==> src/rtl/blkdma_pkg.sv <==
package blkdma_pkg;

    localparam int ADDR_W = 32;
    localparam int DATA_W = 32;
    localparam int BYTES_PER_WORD = DATA_W / 8;

    typedef enum logic [1:0] {
        SLOT_BLOCK = 2'd0,
        SLOT_DEST  = 2'd1,
        SLOT_CMD   = 2'd2,
        SLOT_ACK   = 2'd3
    } reg_slot_e;

    localparam logic [7:0] OP_READ = 8'h01;

    typedef struct packed {
        logic [7:0] surf;
        logic [7:0] trk;
        logic [7:0] sec;
    } chs_t;

    typedef enum logic {
        MV_IDLE,
        MV_PUSH
    } mover_state_e;

    // Computed sector store: each word names its own location.
    function automatic logic [DATA_W-1:0] sector_word(chs_t loc, logic [7:0] idx);
        return {loc.surf, loc.trk, loc.sec, idx};
    endfunction

endpackage

==> src/rtl/blkdma_regs.sv <==
module blkdma_regs
    import blkdma_pkg::*;
(
    input  logic              clk,
    input  logic              rst,
    input  logic              reg_wr,
    input  logic [1:0]        reg_addr,
    input  logic [DATA_W-1:0] reg_wdata,
    input  logic              busy,
    output logic [DATA_W-1:0] block_q,
    output logic [ADDR_W-1:0] dest_q,
    output logic              go,
    output logic              ack
);

    always_ff @(posedge clk) begin
        if (rst) begin
            block_q <= '0;
            dest_q  <= '0;
        end else if (reg_wr) begin
            if (reg_addr == SLOT_BLOCK) block_q <= reg_wdata;
            if (reg_addr == SLOT_DEST)  dest_q  <= reg_wdata;
        end
    end

    always_comb begin
        go  = reg_wr && (reg_addr == SLOT_CMD) && (reg_wdata[7:0] == OP_READ) && !busy;
        ack = reg_wr && (reg_addr == SLOT_ACK);
    end

endmodule

==> src/rtl/blkdma_xlate.sv <==
module blkdma_xlate
    import blkdma_pkg::*;
#(
    parameter int SURFACES = 2,
    parameter int TRACKS   = 2,
    parameter int SECTORS  = 4,
    parameter int LBN_W    = 32
) (
    input  logic [LBN_W-1:0] block,
    output chs_t             loc,
    output logic             in_range
);

    localparam int PER_SURF = TRACKS * SECTORS;
    localparam int CAPACITY = SURFACES * PER_SURF;
    localparam logic [LBN_W-1:0] SEC_C  = LBN_W'(SECTORS);
    localparam logic [LBN_W-1:0] TRK_C  = LBN_W'(TRACKS);
    localparam logic [LBN_W-1:0] SURF_C = LBN_W'(PER_SURF);
    localparam logic [LBN_W-1:0] CAP_C  = LBN_W'(CAPACITY);

    logic [LBN_W-1:0] sec_full, trk_full, surf_full;

    always_comb begin
        sec_full  = block % SEC_C;
        trk_full  = (block / SEC_C) % TRK_C;
        surf_full = block / SURF_C;
        loc.sec   = sec_full[7:0];
        loc.trk   = trk_full[7:0];
        loc.surf  = surf_full[7:0];
        in_range  = block < CAP_C;
    end

endmodule

==> src/rtl/blkdma_mover.sv <==
module blkdma_mover
    import blkdma_pkg::*;
#(
    parameter int WORDS = 128
) (
    input  logic              clk,
    input  logic              rst,
    input  logic              start,
    input  logic [ADDR_W-1:0] start_dest,
    input  chs_t              start_loc,
    input  logic              mem_ready,
    output logic              mem_valid,
    output logic [ADDR_W-1:0] mem_addr,
    output logic [DATA_W-1:0] mem_data,
    output logic              busy,
    output logic              done
);

    localparam int IDX_W = (WORDS > 1) ? $clog2(WORDS) : 1;
    localparam logic [IDX_W-1:0] LAST_IDX = IDX_W'(WORDS - 1);

    mover_state_e     state;
    logic [IDX_W-1:0] idx;
    logic [ADDR_W-1:0] addr_q;
    chs_t             loc_q;
    logic             take;

    always_ff @(posedge clk) begin
        if (rst) begin
            state  <= MV_IDLE;
            idx    <= '0;
            addr_q <= '0;
            loc_q  <= '0;
        end else begin
            case (state)
                MV_IDLE: if (start) begin
                    state  <= MV_PUSH;
                    idx    <= '0;
                    addr_q <= start_dest;
                    loc_q  <= start_loc;
                end
                MV_PUSH: if (mem_ready) begin
                    if (idx == LAST_IDX) begin
                        state <= MV_IDLE;
                    end else begin
                        idx    <= idx + 1'b1;
                        addr_q <= addr_q + ADDR_W'(BYTES_PER_WORD);
                    end
                end
                default: state <= MV_IDLE;
            endcase
        end
    end

    always_comb begin
        mem_valid = (state == MV_PUSH);
        busy      = (state == MV_PUSH);
        take      = mem_valid && mem_ready;
        done      = take && (idx == LAST_IDX);
        mem_addr  = addr_q;
        mem_data  = sector_word(loc_q, 8'(idx));
    end

endmodule

==> src/rtl/blkdma_ctrl.sv <==
module blkdma_ctrl
    import blkdma_pkg::*;
#(
    parameter int SURFACES     = 2,
    parameter int TRACKS       = 2,
    parameter int SECTORS      = 4,
    parameter int SECTOR_BYTES = 512
) (
    input  logic              clk,
    input  logic              rst,
    input  logic              reg_wr,
    input  logic [1:0]        reg_addr,
    input  logic [DATA_W-1:0] reg_wdata,
    output logic              mem_valid,
    input  logic              mem_ready,
    output logic [ADDR_W-1:0] mem_addr,
    output logic [DATA_W-1:0] mem_data,
    output logic              busy,
    output logic              err,
    output logic              irq
);

    localparam int WORDS = SECTOR_BYTES / BYTES_PER_WORD;

    logic [DATA_W-1:0] block_q;
    logic [ADDR_W-1:0] dest_q;
    logic              go, ack, in_range, done;
    chs_t              loc;

    blkdma_regs u_regs (
        .clk(clk), .rst(rst), .reg_wr(reg_wr), .reg_addr(reg_addr),
        .reg_wdata(reg_wdata), .busy(busy), .block_q(block_q),
        .dest_q(dest_q), .go(go), .ack(ack)
    );

    blkdma_xlate #(
        .SURFACES(SURFACES), .TRACKS(TRACKS), .SECTORS(SECTORS), .LBN_W(DATA_W)
    ) u_xlate (
        .block(block_q), .loc(loc), .in_range(in_range)
    );

    blkdma_mover #(.WORDS(WORDS)) u_mover (
        .clk(clk), .rst(rst), .start(go && in_range), .start_dest(dest_q),
        .start_loc(loc), .mem_ready(mem_ready), .mem_valid(mem_valid),
        .mem_addr(mem_addr), .mem_data(mem_data), .busy(busy), .done(done)
    );

    always_ff @(posedge clk) begin
        if (rst) begin
            irq <= 1'b0;
            err <= 1'b0;
        end else begin
            if (ack) irq <= 1'b0;
            // a raise in the same cycle as an acknowledge wins
            if (done || (go && !in_range)) irq <= 1'b1;
            if (go) err <= !in_range;
        end
    end

endmodule

==> config.mk <==
export PLATFORM = sky130hd
export DESIGN_NAME = blkdma_ctrl
export DESIGN_NICKNAME = d
export VERILOG_FILES = /design/src/rtl/blkdma_pkg.sv /design/src/rtl/blkdma_regs.sv /design/src/rtl/blkdma_xlate.sv /design/src/rtl/blkdma_mover.sv /design/src/rtl/blkdma_ctrl.sv
export SDC_FILE = /design/constraint.sdc
export NUM_CORES = 1
export LEC_CHECK = 0
export BUFFER_PORTS_ARGS = -buffer_cell sky130_fd_sc_hd__buf_2
export CORE_MARGIN = 2
export CORE_UTILIZATION = 59
export CTS_CLUSTER_DIAMETER = 150
export CTS_CLUSTER_SIZE = 10
export DETAILED_ROUTE_END_ITERATION = 6
export PLACE_DENSITY = 0.85
export SLEW_MARGIN = 0
export SYNTH_ARGS = -nofsm -noshare
export SYNTH_HDL_FRONTEND = slang
export SYNTH_SLANG_ARGS = --single-unit
==> constraint.sdc <==
create_clock -name clk -period 3.2 [get_ports clk]
set_input_delay 0 -clock clk [delete_from_list [all_inputs] [get_ports clk]]
set_output_delay 0 -clock clk [all_outputs]
set_load 0.01 [all_outputs]
==> run_results.csv, run 1 <==
group,metric,value,unit
status,status,"finished clean",
timing,timing.final.crit_period,2450,ps
worst_setup_path,startpoint_type,"register",
power_and_ir_drop,ir_drop,0.000499,V
worst_setup_path,arrival,2880,ps
cells_and_area,drive_above_1_share,18.4,%
grt,grt_pass1_wl,24500,µm
synth,syn_inst,656,
synth,yosys-top-cells-count,"159 x nand2_1, 117 x dfxtp_1, 104 x a21oi_1, 36 x clkbuf_1",
cells_and_area,area_delta_synth_final,27.3,%
clock_tree,cts_setup_buffers,0,
synth,synthTopCellsByArea,"dfxtp_1 45%, nand2_1 11%, a21oi_1 10%, clkbuf_1 2.6%, buf_4 2.3%",
worst_setup_path,criticalPathCategory,"register to register",
clock_tree,cts_made_buffers,17,
flow_run,max-cap-violations,0,
synth,synth_cell_types,53,
synth,seq_area_frac_synth,45.0,%
power_and_ir_drop,combPwrFrac,5.5,%
drt,postRouteAntennaNets,0,
worst_setup_path,slowest_stage,"buf_4",
grt,antenna_found_initial,0,
timing,hold_viol_final,0,
worst_setup_path,slowest_delay,460,ps
worst_setup_path,reg2reg_depth,7,
cells_and_area,fillers,580,
worst_setup_path,crit_path_cell_trace,"ha_1, and4_1, a31oi_1, a31oi_4, buf_4, o21ai_0, a21oi_1",
timing,setup_violations,0,
drt,post-route-drc-count,0,
timing,post-route-period-util,76.7,%
timing,rsz0062_at_grt,"no",
clock_tree,cts_tree,"built",
drt,dr.first_iter.drc_count,636,
power_and_ir_drop,switchingPower,0.825,mW
worst_setup_path,r2r_end,"u_mover.mem_addr[21]",
hold_path,worstHoldPathCells,2,
cells_and_area,ff_latch_area,0.00234,mm²
clock_tree,clk_latency,510,ps
hold_path,hold_end,"u_mover.idx[0]",
synth,ys.flop_type,"dfxtp_1",
worst_setup_path,crit_required,3620,ps
timing,slew_headroom,20.8,%
drt,totalWireLength,15500,µm
worst_setup_path,ff2ff_setup_slack,750,ps
die,start_util,60.3,%
cells_and_area,finalNonFillerCells,885,
synth,netlist_area,0.00521,mm²
power_and_ir_drop,power_frac_clock,53.9,%
drt,viasPerCell,6.06,
clock_tree,clkTransAtPathRegs,60,ps
timing,worst-slew-pin-transition,1190,ps
drt,wl_met3,1280,µm
synth,synth-async-reset-ratio,0,%
clock_tree,h-tree-depth,4,
worst_setup_path,cp_max_fo,45,
synth,synth_top_cell_by_area,"dfxtp_1",
cells_and_area,antennaDiodeCount,0,
hold_path,hold_start,"rst",
placed_design,numPortBuffers,91,
power_and_ir_drop,sw_frac_of_total,22.3,%
die,rows,34,
worst_setup_path,r2r_start,"u_mover.idx[0]",
timing,skew,6.92,ps
drt,met2_length,7490,µm
die,die_h,98.0,µm
synth,syn_area_per_cell,7.94,µm²
drt,wl_met1,6220,µm
die,die_w,98.0,µm
hold_path,hold_class,"input port to register",
timing,drv_slew,0,
worst_setup_path,cp-end-kind,"register",
clock_tree,cts-root-buf,"clkbuf_8",
grt,gr-usage-all-layers,31.6,%
grt,grt_pass1_vias,4880,
die,ios,106,
power_and_ir_drop,leakagePower,2.56,nW
synth,ys_warn_count,0,
placed_design,dp.cells,816,
synth,synth.top_cell.area_share,45.0,%
power_and_ir_drop,powerDensity,558,mW/mm²
drt,wl_per_cell,17.5,µm
placed_design,hpwl,9190,µm
cells_and_area,multiInputGateArea,0.00262,mm²
timing,max_freq,0.407,GHz
die,core,0.00864,mm²
synth,synth.most_common_cell,"nand2_1",
power_and_ir_drop,pwr-share-seq,40.6,%
die,die_area,0.00959,mm²
placed_design,gp_congestion,0.860,
clock_tree,numClockSinks,117,
drt,dr.max_layer_used,"met4",
drt,dr.pass1.iters,5,
grt,grt_overflow,0,
clock_tree,cts_buffer_depth,2,
drt,vias,5366,
power_and_ir_drop,p_int,2.87,mW
cells_and_area,final_net_count,804,
grt,grt_max_degree,84,
synth,yosys_register_bits,117,
timing,setup-tns-final,0,ps
synth,synth_edf_count,0,
[power groups by stage]
| stage | registers (mW) | logic (mW) | clock network (mW) |
|---|---|---|---|
| final | 1.50 | 0.204 | 1.99 |
| after global routing | 1.50 | 0.221 | 2.06 |
| after CTS | 1.50 | 0.196 | 1.99 |
| after detailed placement | 1.53 | 0.159 | 0 |
| after global placement | 1.53 | 0.154 | 0 |
| after floorplan | 1.52 | 0.113 | 0 |
[metrics by stage]
stage / setup WS [ps] / util (%) / area [µm²] / hold slack [ps] / total power, mW
detailed placement: 847 / 65.3 / 5640 / 259 / 1.69
floorplan: 1200 / - / 5260 / 136 / 1.64
global placement: 909 / 65.3 / 5640 / 257 / 1.68
CTS: 809 / 76.8 / 6630 / 32.3 / 3.68
global route: 639 / 76.8 / 6630 / 103 / 3.78
finish: 745 / 76.8 / 6630 / 69.0 / 3.70
[how the worst max path moves through the flow]
stage / cells after the start / from / endpoint
detailed placement: 5 / u_mover.busy / u_mover.mem_data[29]
finish: 7 / u_mover.idx[0] / u_mover.mem_addr[21]
CTS: 7 / u_mover.idx[0] / u_mover.mem_addr[21]
global route: 7 / u_mover.idx[0] / u_mover.mem_addr[21]
global placement: 5 / u_mover.busy / u_mover.mem_data[26]
floorplan: 8 / u_mover.idx[0] / u_mover.mem_addr[12]
[what timing repair did]
action                                 CTS  global route
hold buffers                            37             0
gates resized for setup                  0             0
endpoints found under the hold margin   67             0
[layer usage]
| layer | vias up | GRT usage, % |
|---|---|---|
| li1 | 2483 | - |
| met1 | 2505 | 40.1 |
| met2 | 326 | 53.1 |
| met3 | 52 | 7.23 |
| met4 | 0 | 11.1 |
| met5 | - | 0 |
[cells by family (layout without fill, tap and decap cells)]
| group | after synthesis | count (layout) | synth area share, % |
|---|---|---|---|
| AOI/OAI and AO/OA | 177 | 177 | 20.1 |
| adders and majority gates | 2 | 2 | 0.480 |
| buffers and inverters | 64 | 172 | 5.86 |
| DFF | 117 | 117 | 45.0 |
| muxes | 9 | 9 | 1.73 |
| other | 1 | 14 | 0.0720 |
| and+or+nand+nor | 286 | 286 | 26.8 |
[placed cells by master (no fill, tap or decap), types with 4 or more instances in the layout]
master,count
nand2_1,159
bufinv_16,4
buf_4,10
nand4_1,8
conb_1,14
and3_1,4
o31a_1,6
and4b_1,6
o21ai_0,23
dlygate4sd3_1,37
nor4_1,7
and4_1,5
a31oi_1,5
clkbuf_16,16
mux2i_1,9
a21oi_1,104
nor3_1,8
buf_2,90
nand3_1,15
nand2b_1,15
o32ai_1,13
dfxtp_1,117
nor2b_1,7
nor2_1,23
and2_1,9
[layout make-up]
type	instances	share of cell area (%)
timing repair buffer	137	13.5
clock inverter	12	2.66
clock buffer	20	6.72
inverter	3	0.170
sequential	117	35.3
multi-input combinational	488	39.6
tap	108	2.04
[flip-flops by register name (all words and copies together), names as in the netlist]
name	flops
err	1
irq	1
u_mover.busy	1
u_mover.idx	7
u_mover.mem_addr	32
u_mover.mem_data	11
u_regs.block_q	32
u_regs.dest_q	32
[worst max-delay path: cells and delay by family (launching register included)]
family          cells  cell delay [ps]
simple gates        1              270
flops               1              400
compound gates      4              960
fa+ha+maj           1              260
buf+inv             1              460
No activity file was read; power rests on OpenSTA's default activity.
==> inputs of run 2 (changes only) <==
--- a/config.mk
+++ b/config.mk
@@ -7,11 +7,11 @@
 export LEC_CHECK = 0
 export BUFFER_PORTS_ARGS = -buffer_cell sky130_fd_sc_hd__buf_2
 export CORE_MARGIN = 2
-export CORE_UTILIZATION = 59
+export CORE_UTILIZATION = 49
 export CTS_CLUSTER_DIAMETER = 150
 export CTS_CLUSTER_SIZE = 10
 export DETAILED_ROUTE_END_ITERATION = 6
-export PLACE_DENSITY = 0.85
+export PLACE_DENSITY = 0.75
 export SLEW_MARGIN = 0
 export SYNTH_ARGS = -nofsm -noshare
 export SYNTH_HDL_FRONTEND = slang
==> constraint.sdc (replaced) <==
create_clock -name clk -period 2.2 [get_ports clk]
set_input_delay 0 -clock clk [delete_from_list [all_inputs] [get_ports clk]]
set_output_delay 0 -clock clk [all_outputs]
set_load 0.01 [all_outputs]
==> run 2 against run 1 <==
  * Combinational power is 48% higher
  * Total power is 47% higher
  * Routed wire length is 2.0% lower
  * Clock skew is 2.9 ps higher
  * Highest routed layer unchanged
  * Sequential cell count stayed put
  * Largest power group unchanged
==> run_results.csv, run 2 (synthesis gave the netlist of run 1 again) <==
group,metric,value,unit
clock_tree,clk_latency,520,ps
placed_design,numPortBuffers,91,
worst_setup_path,criticalPathCategory,"register to register",
die,die_h,107,µm
timing,setup_slack,123,ps
hold_path,hold_class,"input port to register",
cells_and_area,area_delta_synth_final,32.0,%
die,rows,37,
timing,drv_slew,0,
drt,wl_per_cell,16.2,µm
die,ios,106,
flow_run,max-cap-violations,0,
grt,grt_overflow,0,
die,core,0.0103,mm²
timing,max_freq,0.482,GHz
power_and_ir_drop,sw_frac_of_total,20.7,%
drt,dr.pass1.iters,6,
grt,grt_pass1_vias,4907,
clock_tree,clkTransAtPathRegs,60,ps
cells_and_area,ff_latch_area,0.00234,mm²
cells_and_area,multiInputGateArea,0.00263,mm²
power_and_ir_drop,p_int,4.33,mW
cells_and_area,fillers,816,
worst_setup_path,crit_required,2650,ps
timing,hold_viol_final,0,
status,status,"finished clean",
cells_and_area,layout_common_cells,"159 x nand2_1, 117 x dfxtp_1, 104 x a21oi_1",
clock_tree,cts_made_buffers,17,
worst_setup_path,crit_path_cell_trace,"or4_4, nor3_4, a31oi_4, buf_4, or3_1, a21boi_1",
worst_setup_path,startpoint_type,"register",
cells_and_area,antennaDiodeCount,0,
timing,skew,9.80,ps
placed_design,gp_congestion,0.832,
cells_and_area,layout_commonest_cell,"nand2_1",
timing,worst-slew-pin-transition,678,ps
power_and_ir_drop,switchingPower,1.13,mW
drt,postRouteAntennaNets,0,
clock_tree,cts_tree,"built",
grt,grt_max_degree,56,
timing,slew_headroom,54.8,%
clock_tree,numClockSinks,117,
cells_and_area,drive_above_1_share,19.6,%
worst_setup_path,arrival,2530,ps
die,die_area,0.0115,mm²
timing,timing.final.crit_period,2080,ps
cells_and_area,final_net_count,824,
worst_setup_path,slowest_delay,440,ps
worst_setup_path,path_buf_inv,1,
die,start_util,50.4,%
clock_tree,cts-root-buf,"clkbuf_8",
grt,gr-usage-all-layers,26.5,%
drt,totalWireLength,15100,µm
grt,grt_pass1_wl,24000,µm
power_and_ir_drop,leakagePower,2.69,nW
power_and_ir_drop,ir_drop,0.000525,V
power_and_ir_drop,combPwrFrac,5.5,%
placed_design,hpwl,9860,µm
timing,setup-tns-final,0,ps
cells_and_area,finalNonFillerCells,933,
die,die_w,107,µm
timing,post-route-period-util,94.4,%
placed_design,pre_cts_slack,119,ps
drt,dr.first_iter.drc_count,431,
worst_setup_path,cp_max_fo,9,
drt,post-route-drc-count,0,
drt,viasPerCell,5.70,
grt,antenna_found_initial,0,
power_and_ir_drop,pwr-share-seq,40.0,%
clock_tree,cts_buffer_depth,2,
timing,setup_violations,0,
placed_design,dp.cells,857,
drt,vias,5317,
clock_tree,h-tree-depth,4,
worst_setup_path,cp_top_family,"simple AND/OR/NAND/NOR gates",
power_and_ir_drop,power_frac_clock,54.5,%
cells_and_area,final_util,66.6,%
power_and_ir_drop,powerDensity,793,mW/mm²
worst_setup_path,cp-end-kind,"register",
worst_setup_path,slowest_stage,"or4_4",
## run 2: worst register-to-register path, cell delays in order, from the launching register on
cell and delay [ps]:
dfxtp_1 330, or4_4 440, nor3_4 330, a31oi_4 230, buf_4 200, or3_1 340, a21boi_1 150
## run 2: area by class of cell
| class | instances | share of cell area (%) |
|---|---|---|
| Tap cell | 136 | 2.48 |
| Inverter | 3 | 0.164 |
| Timing Repair Buffer | 157 | 15.7 |
| Sequential cell | 117 | 34.1 |
| Clock inverter | 9 | 2.51 |
| Multi-Input combinational cell | 488 | 38.2 |
| Clock buffer | 23 | 6.79 |
## run 2: what timing repair did
item	4_1_cts	5_1_grt
endpoints found under the hold margin	81	0
buffers inserted	0	2
hold buffers	42	0
gates resized for setup	0	4
endpoints found under the setup margin	0	18
## run 2: through the flow
stage	instance area, µm²	total power [mW]	hold WS (ps)
2_1_floorplan	5260	2.38	136
3_3_place_gp	5780	2.46	258
3_5_place_dp	5780	2.46	260
4_1_cts	6840	5.47	264
5_1_grt	6870	5.61	299
6_report	6870	5.45	287
## run 2: per-layer routing
metal | part of all wire (%) | GRT usage [%] | vias up
met5 | 0 | 0 | -
met4 | 2.3 | 11.5 | 0
met3 | 7.7 | 5.35 | 29
met2 | 48 | 43.7 | 265
met1 | 42 | 33.6 | 2495
li1 | - | - | 2528
## run 2: power by group through the flow
stage	Combinational (mW)	Sequential (mW)	Clock (mW)
after floorplan	0.164	2.22	0
after global placement	0.232	2.22	0
after detailed placement	0.235	2.23	0
after CTS	0.291	2.18	3.00
after global routing	0.327	2.18	3.10
final	0.301	2.18	2.97
## run 2: worst paths after layout
| path | startpoint | slack [ps] | end | cells after the start |
|---|---|---|---|---|
| worst min register to register | u_regs.dest_q[25] | 450 | u_regs.dest_q[25] | 2 |
| worst max-delay path | u_mover.busy | 120 | u_mover.idx[3] | 6 |
| worst max register to register | u_mover.busy | 120 | u_mover.idx[3] | 6 |
| worst min-delay path | reg_wdata[9] | 290 | u_regs.block_q[9] | 4 |
